File: src/rtl/ctr_route_pkg.sv
package ctr_route_pkg;
  localparam int SRC_W  = 5;
  localparam int NUM_TB = 5;

  typedef logic [SRC_W-1:0] src_t;

  // Clock-enable selection for one channel.
  function automatic logic clk_pick(input src_t s, input logic enh,
                                    input logic ext, input logic [NUM_TB-1:0] tb);
    logic r;
    r = 1'b0;
    if (enh || (s[4:3] == 2'b00)) begin
      case (s)
        5'd0:    r = ext;
        5'd1:    r = tb[0];
        5'd2:    r = tb[1];
        5'd3:    r = tb[2];
        5'd4:    r = tb[3];
        5'd5:    r = tb[4];
        5'd11:   r = 1'b1;
        default: r = 1'b0;
      endcase
    end
    return r;
  endfunction

  // Gate level selection for one channel.
  function automatic logic gate_pick(input src_t s);
    return (s == '0);
  endfunction
endpackage

File: src/rtl/ctr_timebase.sv
module ctr_timebase #(
  parameter int PRE_DIV = 2,
  parameter int DEC     = 10,
  parameter int STAGES  = 4
) (
  input  logic            clk,
  input  logic            rst_n,
  output logic [STAGES:0] tick
);
  localparam int PW = (PRE_DIV > 1) ? $clog2(PRE_DIV) : 1;
  localparam int DW = $clog2(DEC);
  localparam logic [PW-1:0] PRE_LAST = PW'(PRE_DIV - 1);
  localparam logic [DW-1:0] DEC_LAST = DW'(DEC - 1);

  logic [PW-1:0] pre_q, pre_d;

  always_comb begin
    pre_d = (pre_q == PRE_LAST) ? '0 : pre_q + 1'b1;
  end

  always_ff @(posedge clk or negedge rst_n) begin
    if (!rst_n) pre_q <= '0;
    else        pre_q <= pre_d;
  end

  assign tick[0] = (pre_q == PRE_LAST);

  for (genvar k = 0; k < STAGES; k++) begin : g_dec
    logic [DW-1:0] cnt_q, cnt_d;

    always_comb begin
      cnt_d = cnt_q;
      if (tick[k]) cnt_d = (cnt_q == DEC_LAST) ? '0 : cnt_q + 1'b1;
    end

    always_ff @(posedge clk or negedge rst_n) begin
      if (!rst_n) cnt_q <= '0;
      else        cnt_q <= cnt_d;
    end

    assign tick[k+1] = tick[k] && (cnt_q == DEC_LAST);
  end
endmodule

File: src/rtl/ctr_sel_regs.sv
module ctr_sel_regs
  import ctr_route_pkg::*;
#(
  parameter int N_GRP  = 3,
  parameter int N_DEV  = 2,
  parameter int N_CH   = 3,
  parameter int ADDR_W = 3
) (
  input  logic                          clk,
  input  logic                          rst_n,
  input  logic                          wr_en,
  input  logic [ADDR_W-1:0]             addr,
  input  logic [7:0]                    wdata,
  output logic [7:0]                    rd_data,
  output logic [N_GRP*N_DEV*N_CH-1:0][SRC_W-1:0] clk_sel,
  output logic [N_GRP*N_DEV*N_CH-1:0][SRC_W-1:0] gate_sel,
  output logic                          enh
);
  localparam int NCH       = N_GRP * N_DEV * N_CH;
  localparam int GATE_BASE = N_GRP;
  localparam int ENH_ADDR  = 2 * N_GRP;

  logic [NCH-1:0][SRC_W-1:0] clk_q, clk_d, gate_q, gate_d;
  logic enh_q, enh_d;
  src_t wr_src;
  logic wr_ok, hit_clk, hit_gate;
  int   a_int, grp, wr_idx;

  always_comb begin
    a_int    = int'(addr);
    wr_src   = {wdata[7:6], wdata[2:0]};
    hit_clk  = (a_int < GATE_BASE);
    hit_gate = (a_int >= GATE_BASE) && (a_int < ENH_ADDR);
    grp      = hit_clk ? a_int : a_int - GATE_BASE;
    wr_ok    = (int'(wdata[4:3]) < N_CH) && (int'(wdata[5]) < N_DEV) &&
               (enh_q || (wdata[7:6] == 2'b00));
    wr_idx   = grp * N_DEV * N_CH + int'(wdata[5]) * N_CH + int'(wdata[4:3]);
  end

  always_comb begin
    clk_d  = clk_q;
    gate_d = gate_q;
    enh_d  = enh_q;
    if (wr_en) begin
      if (a_int == ENH_ADDR) enh_d = wdata[0];
      for (int i = 0; i < NCH; i++) begin
        if (wr_ok && (i == wr_idx)) begin
          if (hit_clk)  clk_d[i]  = wr_src;
          if (hit_gate) gate_d[i] = wr_src;
        end
      end
    end
  end

  always_ff @(posedge clk or negedge rst_n) begin
    if (!rst_n) begin
      clk_q  <= '0;
      gate_q <= '0;
      enh_q  <= 1'b0;
    end else begin
      clk_q  <= clk_d;
      gate_q <= gate_d;
      enh_q  <= enh_d;
    end
  end

  assign rd_data  = (a_int == ENH_ADDR) ? {7'b0, enh_q} : 8'h00;
  assign clk_sel  = clk_q;
  assign gate_sel = gate_q;
  assign enh      = enh_q;
endmodule

File: src/rtl/ctr_src_mux.sv
module ctr_src_mux
  import ctr_route_pkg::*;
#(
  parameter int NCH = 18
) (
  input  logic [NCH-1:0][SRC_W-1:0] clk_sel,
  input  logic [NCH-1:0][SRC_W-1:0] gate_sel,
  input  logic                      enh,
  input  logic [NCH-1:0]            ext_clk,
  input  logic [NUM_TB-1:0]         tick,
  output logic [NCH-1:0]            clk_en,
  output logic [NCH-1:0]            gate
);
  for (genvar i = 0; i < NCH; i++) begin : g_ch
    always_comb begin
      clk_en[i] = clk_pick(clk_sel[i], enh, ext_clk[i], tick);
      gate[i]   = gate_pick(gate_sel[i]);
    end
  end
endmodule

File: src/rtl/ctr_route_top.sv
module ctr_route_top
  import ctr_route_pkg::*;
#(
  parameter int N_GRP   = 3,
  parameter int N_DEV   = 2,
  parameter int N_CH    = 3,
  parameter int ADDR_W  = 3,
  parameter int PRE_DIV = 2,
  parameter int DEC     = 10,
  parameter int NCH     = N_GRP * N_DEV * N_CH
) (
  input  logic              clk,
  input  logic              rst_ni,
  input  logic              wr_en,
  input  logic [ADDR_W-1:0] addr,
  input  logic [7:0]        wdata,
  output logic [7:0]        rd_data,
  input  logic [NCH-1:0]    ext_clk_in,
  output logic [NCH-1:0]    clk_en_out,
  output logic [NCH-1:0]    gate_out
);
  logic [1:0] rst_sync_q;
  logic       rst_n;

  always_ff @(posedge clk or negedge rst_ni) begin
    if (!rst_ni) rst_sync_q <= 2'b00;
    else         rst_sync_q <= {rst_sync_q[0], 1'b1};
  end
  assign rst_n = rst_sync_q[1];

  logic [NUM_TB-1:0]         tb_tick;
  logic [NCH-1:0][SRC_W-1:0] clk_sel, gate_sel;
  logic                      enh_q;

  ctr_timebase #(.PRE_DIV(PRE_DIV), .DEC(DEC), .STAGES(NUM_TB-1)) u_timebase (
    .clk  (clk),
    .rst_n(rst_n),
    .tick (tb_tick)
  );

  ctr_sel_regs #(.N_GRP(N_GRP), .N_DEV(N_DEV), .N_CH(N_CH), .ADDR_W(ADDR_W)) u_regs (
    .clk     (clk),
    .rst_n   (rst_n),
    .wr_en   (wr_en),
    .addr    (addr),
    .wdata   (wdata),
    .rd_data (rd_data),
    .clk_sel (clk_sel),
    .gate_sel(gate_sel),
    .enh     (enh_q)
  );

  ctr_src_mux #(.NCH(NCH)) u_mux (
    .clk_sel (clk_sel),
    .gate_sel(gate_sel),
    .enh     (enh_q),
    .ext_clk (ext_clk_in),
    .tick    (tb_tick),
    .clk_en  (clk_en_out),
    .gate    (gate_out)
  );
endmodule

File: config.mk
export PLATFORM = sky130hd
export DESIGN_NAME = ctr_route_top
export DESIGN_NICKNAME = d
export VERILOG_FILES = /design/src/rtl/ctr_route_pkg.sv /design/src/rtl/ctr_timebase.sv /design/src/rtl/ctr_sel_regs.sv /design/src/rtl/ctr_src_mux.sv /design/src/rtl/ctr_route_top.sv
export SDC_FILE = /design/constraint.sdc
export NUM_CORES = 1
export LEC_CHECK = 0
export BUFFER_PORTS_ARGS = -buffer_cell sky130_fd_sc_hd__buf_2
export CORE_MARGIN = 3
export CORE_UTILIZATION = 30
export CTS_CLUSTER_SIZE = 20
export DETAILED_ROUTE_END_ITERATION = 12
export PLACE_DENSITY = 0.48
export SLEW_MARGIN = 20
export SYNTH_ARGS = -nofsm -noshare
export SYNTH_HDL_FRONTEND = slang
export SYNTH_SLANG_ARGS = --single-unit
File: constraint.sdc
create_clock -name clk -period 6.2 [get_ports clk]
set_input_delay 0.62 -clock clk [delete_from_list [all_inputs] [get_ports clk]]
set_output_delay 0.62 -clock clk [all_outputs]
set_load 0.005 [all_outputs]
==> impl_metrics.ini, run 1 <==
[grt]
grt_start_max_net_pins = 161
grt_use_met3_pct = 3.03
grt_first_pass_wirelength_um = 41200
grt_usage_pct = 14.9
grt_use_met2_pct = 24.6
grt_pass1_vias = 6895
met1_usage_pct = 20.5
busiest_layer = met2
overflow = 0
antenna_found_initial = 0

[timing]
maxSlewViolCount = 0
relSlewSlack_pct = 28.8
rsz0062_at_grt = false
fin_crit_sh_pct = 73.7
setup_violations = 0
fin_crit_ns = 4.57
skew_ns = 0.0138
timing.fmax_mhz = 219
hold_viol = 0
worst_pin_slew_ns = 1.07
worst_hold_slack_ns = 0.308
fin_setup_tns_ns = 0

[final_layout]
area_growth_pct = 13.8
drive_gt1_share_pct = 35.2
final_cells = 1329
final_net_count = 921
utilization_pct = 34.7
fin_area_sq_mm = 0.0113
final_common_cell = dfrtp_1
diodes = 0
layout_common_cells = dfrtp_1, mux2_2, buf_2

[critical_path]
critPathKind = input port to register
rr_startpoint = u_timebase.g_dec[1].cnt_q[1]
arrival_ns = 4.89
worstSetupStartpoint = addr[1]
ff2ff_setup_slack_ns = 3.68
worstRegToRegCells = 6
cp_data_required_time_ns = 6.52
path_max_fanout = 11
worst_r2r_endpoint = u_timebase.g_dec[3].cnt_q[1]
crit_path_end_kind = register
worstSetupStartpointType = input port

[floorplan]
dieArea_sq_mm = 0.0354
die_x_um = 188
start_util_pct = 30.5
die_h_um = 188
io-pin-count = 76
fp.coreArea_sq_mm = 0.0326
rows = 66

[logic_synthesis]
synth_cell_types = 56
syn_area_per_cell_sq_um = 12.2
synth_edf_count = 0
synth_seq_cells = 200
mappedNetlistArea_sq_mm = 0.00996
async_flop_share_pct = 100
synth-warning-count = 0
ys.flop_type = dfrtp_1
yosysSeqAreaShare_pct = 50.3
syn_inst = 817

[cts]
cts_tree = built
cts.path.max_buffers = 2
ctsResizeCount = 0
cts_sinks = 200
root_buffer = clkbuf_16
cts-htree-levels = 4
clock_latency_ns = 0.44
clkTransAtPathRegs_ns = 0.07
cts_made_buffers = 17

[placed_design]
portBuffers = 68
dp.cells = 1296
dpl-instance-area_sq_mm = 0.0108
place_hpwl_um = 15900
gp_congestion = 0.723

[pwr]
p_seq_share_pct = 47.6
switching_power_w = 0.000923
p_int_w = 0.00221
power_density_mw_per_mm2 = 276
peakVddDrop_mv = 0.176
p_leak_nw = 5.26
comb_power_share_pct = 18.1
swShare_pct = 29.5
pwr-share-clk_pct = 34.3

[flow_run]
maxCapViolCount = 0

[detailed_routing]
vias_per_cell = 5.10
drc = 0
drt_iter0_markers = 396
routed_wl_um = 25900
vias = 6783
ant_nets = 0
firstDrtPassIters = 4
wl_per_cell_um = 19.5

[status]
outcome = finished clean

[hold_path]
min-delay-path-class = register to asynchronous set/reset pin
[cells in the mapped netlist, types with 3 or more instances]
| cell | n | area share, % |
|---|---|---|
| o21ai_0 | 9 | 0.45 |
| nor4b_1 | 4 | 0.35 |
| o31ai_1 | 4 | 0.30 |
| nor3_1 | 9 | 0.45 |
| xor2_1 | 3 | 0.26 |
| buf_2 | 9 | 0.45 |
| inv_1 | 16 | 0.60 |
| buf_4 | 7 | 0.53 |
| dfrtp_1 | 200 | 50 |
| nor3b_1 | 6 | 0.45 |
| nor4_4 | 4 | 0.85 |
| a311oi_1 | 28 | 2.5 |
| a41oi_1 | 4 | 0.35 |
| clkbuf_1 | 32 | 1.2 |
| a21oi_1 | 22 | 1.1 |
| buf_1 | 3 | 0.11 |
| and3_1 | 3 | 0.19 |
| nand3_1 | 16 | 0.80 |
| ha_1 | 13 | 1.6 |
| and2_1 | 4 | 0.25 |
| mux2_2 | 187 | 21 |
| a21o_1 | 5 | 0.38 |
| a211oi_1 | 21 | 1.6 |
| nand2_1 | 18 | 0.68 |
| xnor2_1 | 8 | 0.70 |
| nand2b_1 | 25 | 1.6 |
| nor2_1 | 26 | 0.98 |
| nand4b_1 | 14 | 1.2 |
| mux2i_1 | 4 | 0.40 |
| or4_1 | 20 | 1.5 |
| nand4_1 | 39 | 2.5 |
| nor2b_1 | 22 | 1.4 |
[worst max path at each step]
stage | end | slack, ns | cells after the start
after global placement | u_regs.clk_sel[73] | 1.19 | 15
final | u_regs.clk_sel[12] | 1.63 | 15
after floorplan | u_regs.clk_sel[0] | 0.21 | 0
after CTS | u_regs.gate_sel[11] | 1.60 | 15
after detailed placement | u_regs.gate_sel[11] | 1.13 | 15
after global routing | u_regs.gate_sel[9] | 1.22 | 15
[kinds of logic (layout without fill, tap and decap cells)]
| family | Yosys count | count (layout) | share of synthesized area [%] |
|---|---|---|---|
| mux | 191 | 191 | 21.5 |
| other cells | 2 | 8 | 0.0754 |
| xor+xnor | 11 | 11 | 0.968 |
| fa+ha+maj | 15 | 15 | 2.04 |
| flops | 200 | 200 | 50.3 |
| compound gates | 111 | 111 | 8.22 |
| simple gates | 219 | 219 | 14.0 |
| buf+inv | 68 | 132 | 2.94 |
[final cells by class]
class,count,area [sq um]
Sequential cell,200,5010
Inverter,17,63.8
Clock buffer,18,439
Tap cell,442,553
Multi-Input combinational cell,555,4680
Fill cell,3253,21300
Clock inverter,14,119
Timing Repair Buffer,83,468
[critical path: stages]
cell and delay [ns]:
buf_2 0.19, ha_1 0.25, nand2b_1 0.10, a21oi_1 0.36
ha_1 0.32, ha_1 0.28, a21o_1 0.18, ha_1 0.16
inv_1 0.04, ha_1 0.27, nor3b_1 0.38, nand4_1 0.30
nor4_4 0.60, nand4_1 0.45, mux2_2 0.39
[power groups by stage]
stage | Sequential [W] | Clock, W | Combinational (W)
3_5_place_dp | 0.00152 | 0 | 0.000583
2_1_floorplan | 0.00151 | 0 | 0.000358
4_1_cts | 0.00149 | 0.00111 | 0.000586
6_report | 0.00149 | 0.00107 | 0.000567
5_1_grt | 0.00151 | 0.00117 | 0.000640
3_3_place_gp | 0.00152 | 0 | 0.000579
[routing by layer]
layer,up-vias,share of wire (%)
li1,3175,-
met3,13,3.6
met5,-,0
met2,103,48
met4,0,0.75
met1,3492,48
[state kept, by name, summed over array words and instances, names as in the netlist]
register / cells
u_timebase.pre_q: 1
u_regs.clk_sel: 90
u_regs.enh: 1
u_regs.gate_sel: 90
rst_sync_q: 2
u_timebase.g_dec.cnt_q: 16
[stage by stage]
| step | total power [W] | setup WS, ns |
|---|---|---|
| after floorplan | 0.00186 | 0.214 |
| after global placement | 0.00209 | 1.19 |
| after detailed placement | 0.00210 | 1.13 |
| after CTS | 0.00319 | 1.60 |
| after global routing | 0.00332 | 1.22 |
| final | 0.00313 | 1.63 |
[repair_timing]
action / CTS / global route
buffers inserted: 0 / 0
endpoints found under the hold margin: 2 / 0
hold buffers: 1 / 0
endpoints found under the setup margin: 0 / 0
(Power assumes the default switching activity.)
==> run 2, diff against run 1 <==
--- a/config.mk
+++ b/config.mk
@@ -10,7 +10,7 @@
 export CORE_UTILIZATION = 30
 export CTS_CLUSTER_SIZE = 20
 export DETAILED_ROUTE_END_ITERATION = 12
-export PLACE_DENSITY = 0.48
+export PLACE_DENSITY = 0.47
 export SLEW_MARGIN = 20
 export SYNTH_ARGS = -nofsm -noshare
 export SYNTH_HDL_FRONTEND = slang
==> constraint.sdc (replaced) <==
create_clock -name clk -period 4.55 [get_ports clk]
set_input_delay 0.455 -clock clk [delete_from_list [all_inputs] [get_ports clk]]
set_output_delay 0.455 -clock clk [all_outputs]
set_load 0.005 [all_outputs]
==> impl_metrics.ini, run 2 (synthesis results as in run 1) <==
[timing]
skew_ns = 0.0103
maxSlewViolCount = 0
fin_crit_sh_pct = 89.0
worst_pin_slew_ns = 0.927
hold_viol = 0
relSlewSlack_pct = 38.2
fin_setup_tns_ns = 0
fin_crit_ns = 4.05
setup_violations = 0
timing.fmax_mhz = 247
rsz0062_at_grt = false

[placed_design]
portBuffers = 68
dp.cells = 1312
place_hpwl_um = 16400
gp_congestion = 0.763

[detailed_routing]
vias_per_cell = 5.07
ant_nets = 0
vias = 6818
routed_wl_um = 25800
drt_iter0_markers = 370
firstDrtPassIters = 4
drc = 0
wl_per_cell_um = 19.2

[critical_path]
critPathKind = input port to register
cp_data_required_time_ns = 4.88
cp_common_cell = inv_1
worstPathCellList = buf_2 > ha_1 > nor2_1 > xnor2_1 > inv_1 > fa_1 > inv_1 > ha_1 > inv_1 > fa_1 > nand4b_1 > mux2_2 > o22ai_2 > buf_12 > nand4_1 > mux2_2
crit_path_end_kind = register
cpMaxStageDelayCell = fa_1
worstSetupStartpointType = input port
path_max_fanout = 36
crit_path_max_incr_delay_ns = 0.46
arrival_ns = 4.38

[pwr]
peakVddDrop_mv = 0.243
p_leak_nw = 5.40
power_density_mw_per_mm2 = 383

[cts]
cts_sinks = 200
cts.path.max_buffers = 2
clkTransAtPathRegs_ns = 0.08
root_buffer = clkbuf_16
cts_tree = built
cts_made_buffers = 17
cts-htree-levels = 4
clock_latency_ns = 0.44

[flow_run]
maxCapViolCount = 0

[floorplan]
dieArea_sq_mm = 0.0354
fp.coreArea_sq_mm = 0.0326
start_util_pct = 30.5
rows = 66
die_x_um = 188
die_h_um = 188
io-pin-count = 76

[grt]
grt_start_max_net_pins = 78
grt_first_pass_wirelength_um = 40900
grt_usage_pct = 14.9
overflow = 0
grt_pass1_vias = 6786
antenna_found_initial = 0

[status]
outcome = finished clean

[final_layout]
final_net_count = 937
drive_gt1_share_pct = 36.3
area_growth_pct = 15.9
diodes = 0
final_cells = 1345
final_common_cell = dfrtp_1
layout_common_cells = dfrtp_1, mux2_2, buf_2

[hold_path]
min-delay-path-class = input port to asynchronous set/reset pin
## run 2: cell count changes in the layout (fill, tap and decap cells not counted)
cell / change
clkinv_8: +3
inv_8: -1
bufinv_16: +2
inv_6: +3
buf_4: +14
buf_12: +2
clkinv_2: +1
clkinv_4: -2
clkinvlp_4: -5
clkbuf_8: -1
## run 2: through the flow
step	hold slack (ns)	utilization, %	total power, W	area [sq um]	setup WS [ns]
after floorplan	0.159	-	0.00254	9980	0.600
final	0.319	35.4	0.00441	11500	0.499
after detailed placement	0.242	33.5	0.00287	10900	0.0262
after CTS	0.291	35.4	0.00450	11500	0.512
after global routing	0.322	35.4	0.00466	11500	0.241
after global placement	0.240	33.5	0.00286	10900	0.0395
## run 2: critical path, delay by kind of cell
kind / cells / cell delay (ns)
XOR/XNOR: 1 / 0.19
buffers and inverters: 5 / 0.63
AND/OR/NAND/NOR: 3 / 0.78
AO/OA/AOI/OAI: 1 / 0.25
adder cells (fa/ha/maj): 4 / 1.36
multiplexers: 2 / 0.70
## run 2: final cells by class
class | instances | area (sq um)
Multi-Input combinational cell | 555 | 4680
Sequential cell | 200 | 5010
Inverter | 17 | 63.8
Tap cell | 442 | 553
Clock inverter | 15 | 193
Timing Repair Buffer | 99 | 613
Fill cell | 3268 | 21100
Clock buffer | 17 | 425
## run 2: worst paths after layout
path	from	endpoint	slack (ns)	depth (start not counted)
hold / removal	rst_ni	rst_sync_q[1]	0.32	2
setup reg to reg	u_timebase.g_dec[0].cnt_q[2]	u_timebase.g_dec[3].cnt_q[1]	2.15	6
min in group clk	rst_sync_q[0]	rst_sync_q[1]	0.36	0
hold reg to reg	rst_sync_q[0]	rst_sync_q[1]	0.36	0
setup / recovery	addr[0]	u_regs.clk_sel[24]	0.50	16
max in group asynchronous	rst_sync_q[1]	u_regs.clk_sel[51]	3.01	1
## run 2: layer usage
layer	share of wire [%]	global-route usage, %	vias up
met5	0	0	-
met4	1.1	3.78	0
met3	4.0	2.72	18
met2	46	23.5	117
met1	49	21.2	3461
li1	-	-	3222
## run 2: repair_timing
action                                  CTS  global route
resized for setup                         0             0
hold buffers                              1             0
endpoints found under the hold margin     2             0
buffers inserted                          0             0
endpoints found under the setup margin    0             0
## run 2: power by group
group | leakage (nW) | internal [W] | switching (W)
Clock | 0.301 | 0.000839 | 0.000760
Combinational | 2.34 | 0.000379 | 0.000402
Sequential | 2.76 | 0.00192 | 0.000115
Total | 5.40 | 0.00314 | 0.00128
==> run 3, diff against run 2 <==
--- a/config.mk
+++ b/config.mk
@@ -6,10 +6,13 @@
 export NUM_CORES = 1
 export LEC_CHECK = 0
 export BUFFER_PORTS_ARGS = -buffer_cell sky130_fd_sc_hd__buf_2
+export CORE_ASPECT_RATIO = 0.75
 export CORE_MARGIN = 3
 export CORE_UTILIZATION = 30
+export CTS_BUF_LIST = sky130_fd_sc_hd__clkbuf_4 sky130_fd_sc_hd__clkbuf_8 sky130_fd_sc_hd__clkbuf_16
 export CTS_CLUSTER_SIZE = 20
 export DETAILED_ROUTE_END_ITERATION = 12
+export GPL_TIMING_DRIVEN = 0
 export PLACE_DENSITY = 0.47
 export SLEW_MARGIN = 20
 export SYNTH_ARGS = -nofsm -noshare
==> impl_metrics.ini, run 3 (synthesis results as in run 1) <==
[pwr]
p_int_w = 0.00324
switching_power_w = 0.00126
p_seq_share_pct = 45.1
pwr-share-clk_pct = 37.3
peakVddDrop_mv = 0.184
comb_power_share_pct = 17.6
p_leak_nw = 5.50
swShare_pct = 28.0
power_density_mw_per_mm2 = 381

[final_layout]
drive_gt1_share_pct = 35.8
area_growth_pct = 18.6
layout_common_cells = dfrtp_1, mux2_2, buf_2
final_common_cell = dfrtp_1
final_cells = 1388
diodes = 0
final_net_count = 980

[cts]
clkTransAtPathRegs_ns = 0.08
cts_sinks = 200
cts-htree-levels = 4
cts_made_buffers = 17
clock_latency_ns = 0.44
root_buffer = clkbuf_16
cts.path.max_buffers = 2
cts_tree = built

[detailed_routing]
vias_per_cell = 5.04
ant_nets = 0
firstDrtPassIters = 4
drc = 0
vias = 7000
drt_iter0_markers = 393
wl_per_cell_um = 19.1
routed_wl_um = 26500

[timing]
timing.fmax_mhz = 231
setup_violations = 0
skew_ns = 0.0114
relSlewSlack_pct = 31.1
hold_viol = 0
worst_pin_slew_ns = 1.03
maxSlewViolCount = 0
rsz0062_at_grt = false
fin_setup_tns_ns = 0
fin_crit_sh_pct = 95.0
fin_crit_ns = 4.32

[critical_path]
crit_path_end_kind = output pin
rr_startpoint = u_timebase.g_dec[0].cnt_q[2]
path_max_fanout = 10
worst_r2r_endpoint = u_timebase.g_dec[3].cnt_q[1]
arrival_ns = 3.87
ff2ff_setup_slack_ns = 1.40
worstSetupStartpointType = register
cp_data_required_time_ns = 4.09
critPathKind = register to output pin
worstRegToRegCells = 8

[floorplan]
io-pin-count = 76
fp.coreArea_sq_mm = 0.0325
rows = 57
die_h_um = 164
start_util_pct = 30.6
die_x_um = 216
dieArea_sq_mm = 0.0354

[hold_path]
min-delay-path-class = register to asynchronous set/reset pin

[flow_run]
maxCapViolCount = 0

[grt]
grt_usage_pct = 15.2
grt_start_max_net_pins = 51
antenna_found_initial = 0
grt_first_pass_wirelength_um = 41000
overflow = 0
grt_pass1_vias = 6763

[placed_design]
place_hpwl_um = 18600
dp.cells = 1332
portBuffers = 63
gp_congestion = 0.767

[status]
outcome = finished clean
-- run 3: worst max-delay path by stage --
stage                                 start            endpoint  slack, ns  cells past startpoint
6_report       u_timebase.g_dec[0].cnt_q[2]      clk_en_out[17]       0.23                      9
5_1_grt                             addr[0]  u_regs.clk_sel[67]      0.008                     16
4_1_cts                             addr[0]  u_regs.clk_sel[23]       0.04                     15
3_5_place_dp                        addr[0]  u_regs.clk_sel[52]      -0.41                     15
3_3_place_gp                        addr[0]  u_regs.clk_sel[24]      -0.46                     15
2_1_floorplan                       addr[0]  u_regs.clk_sel[25]       0.60                     15
-- run 3: what timing repair did --
action / 4_1_cts / 5_1_grt
endpoints found under the hold margin: 2 / 0
resized for setup: 0 / 4
setup endpoints to repair: 0 / 180
buffers inserted: 0 / 23
hold buffers: 1 / 0
-- run 3: power groups by stage --
stage | combinational (W) | sequential (W) | clock (W)
after floorplan | 0.000487 | 0.00205 | 0
after global placement | 0.000749 | 0.00209 | 0
after detailed placement | 0.000802 | 0.00206 | 0
after CTS | 0.000806 | 0.00203 | 0.00172
after global routing | 0.000890 | 0.00205 | 0.00178
final | 0.000792 | 0.00203 | 0.00168
-- run 3: metal layers --
layer / track usage, % / wire length (um)
met3: 2.48 / 792
met2: 23.0 / 11500
met1: 22.7 / 13900
met5: 0 / 0
met4: 3.94 / 270
-- run 3: area by class of cell --
type	count	area, sq um
well taps	442	553
repair buffers	91	608
clock buffers	17	425
inverters	17	63.8
multi-input cells	555	4710
flip-flops and latches	200	5010
clock inverters	15	213
plain buffers	51	229
fillers	3281	20700
-- run 3: per-stage QoR --
| stage | setup WS [ns] | util [%] | area [sq um] | total power (W) | hold WS [ns] |
|---|---|---|---|---|---|
| floorplan | 0.600 | - | 9980 | 0.00254 | 0.159 |
| global placement | -0.458 | 33.4 | 10900 | 0.00284 | 0.242 |
| detailed placement | -0.411 | 33.7 | 11000 | 0.00287 | 0.244 |
| CTS | 0.0431 | 35.7 | 11600 | 0.00455 | 0.254 |
| global route | 0.00813 | 36.3 | 11800 | 0.00472 | 0.275 |
| finish | 0.225 | 36.3 | 11800 | 0.00450 | 0.242 |
-- run 3: worst max-delay path, stage by stage, from the launching register on --
cell      delay, ns
dfrtp_1        0.43
and4b_1        0.26
clkbuf_1       0.45
and4_1         0.27
clkbuf_1       0.24
and3_1         0.24
clkbuf_1       0.68
a211oi_1       0.17
a211oi_1       0.48
buf_2          0.21
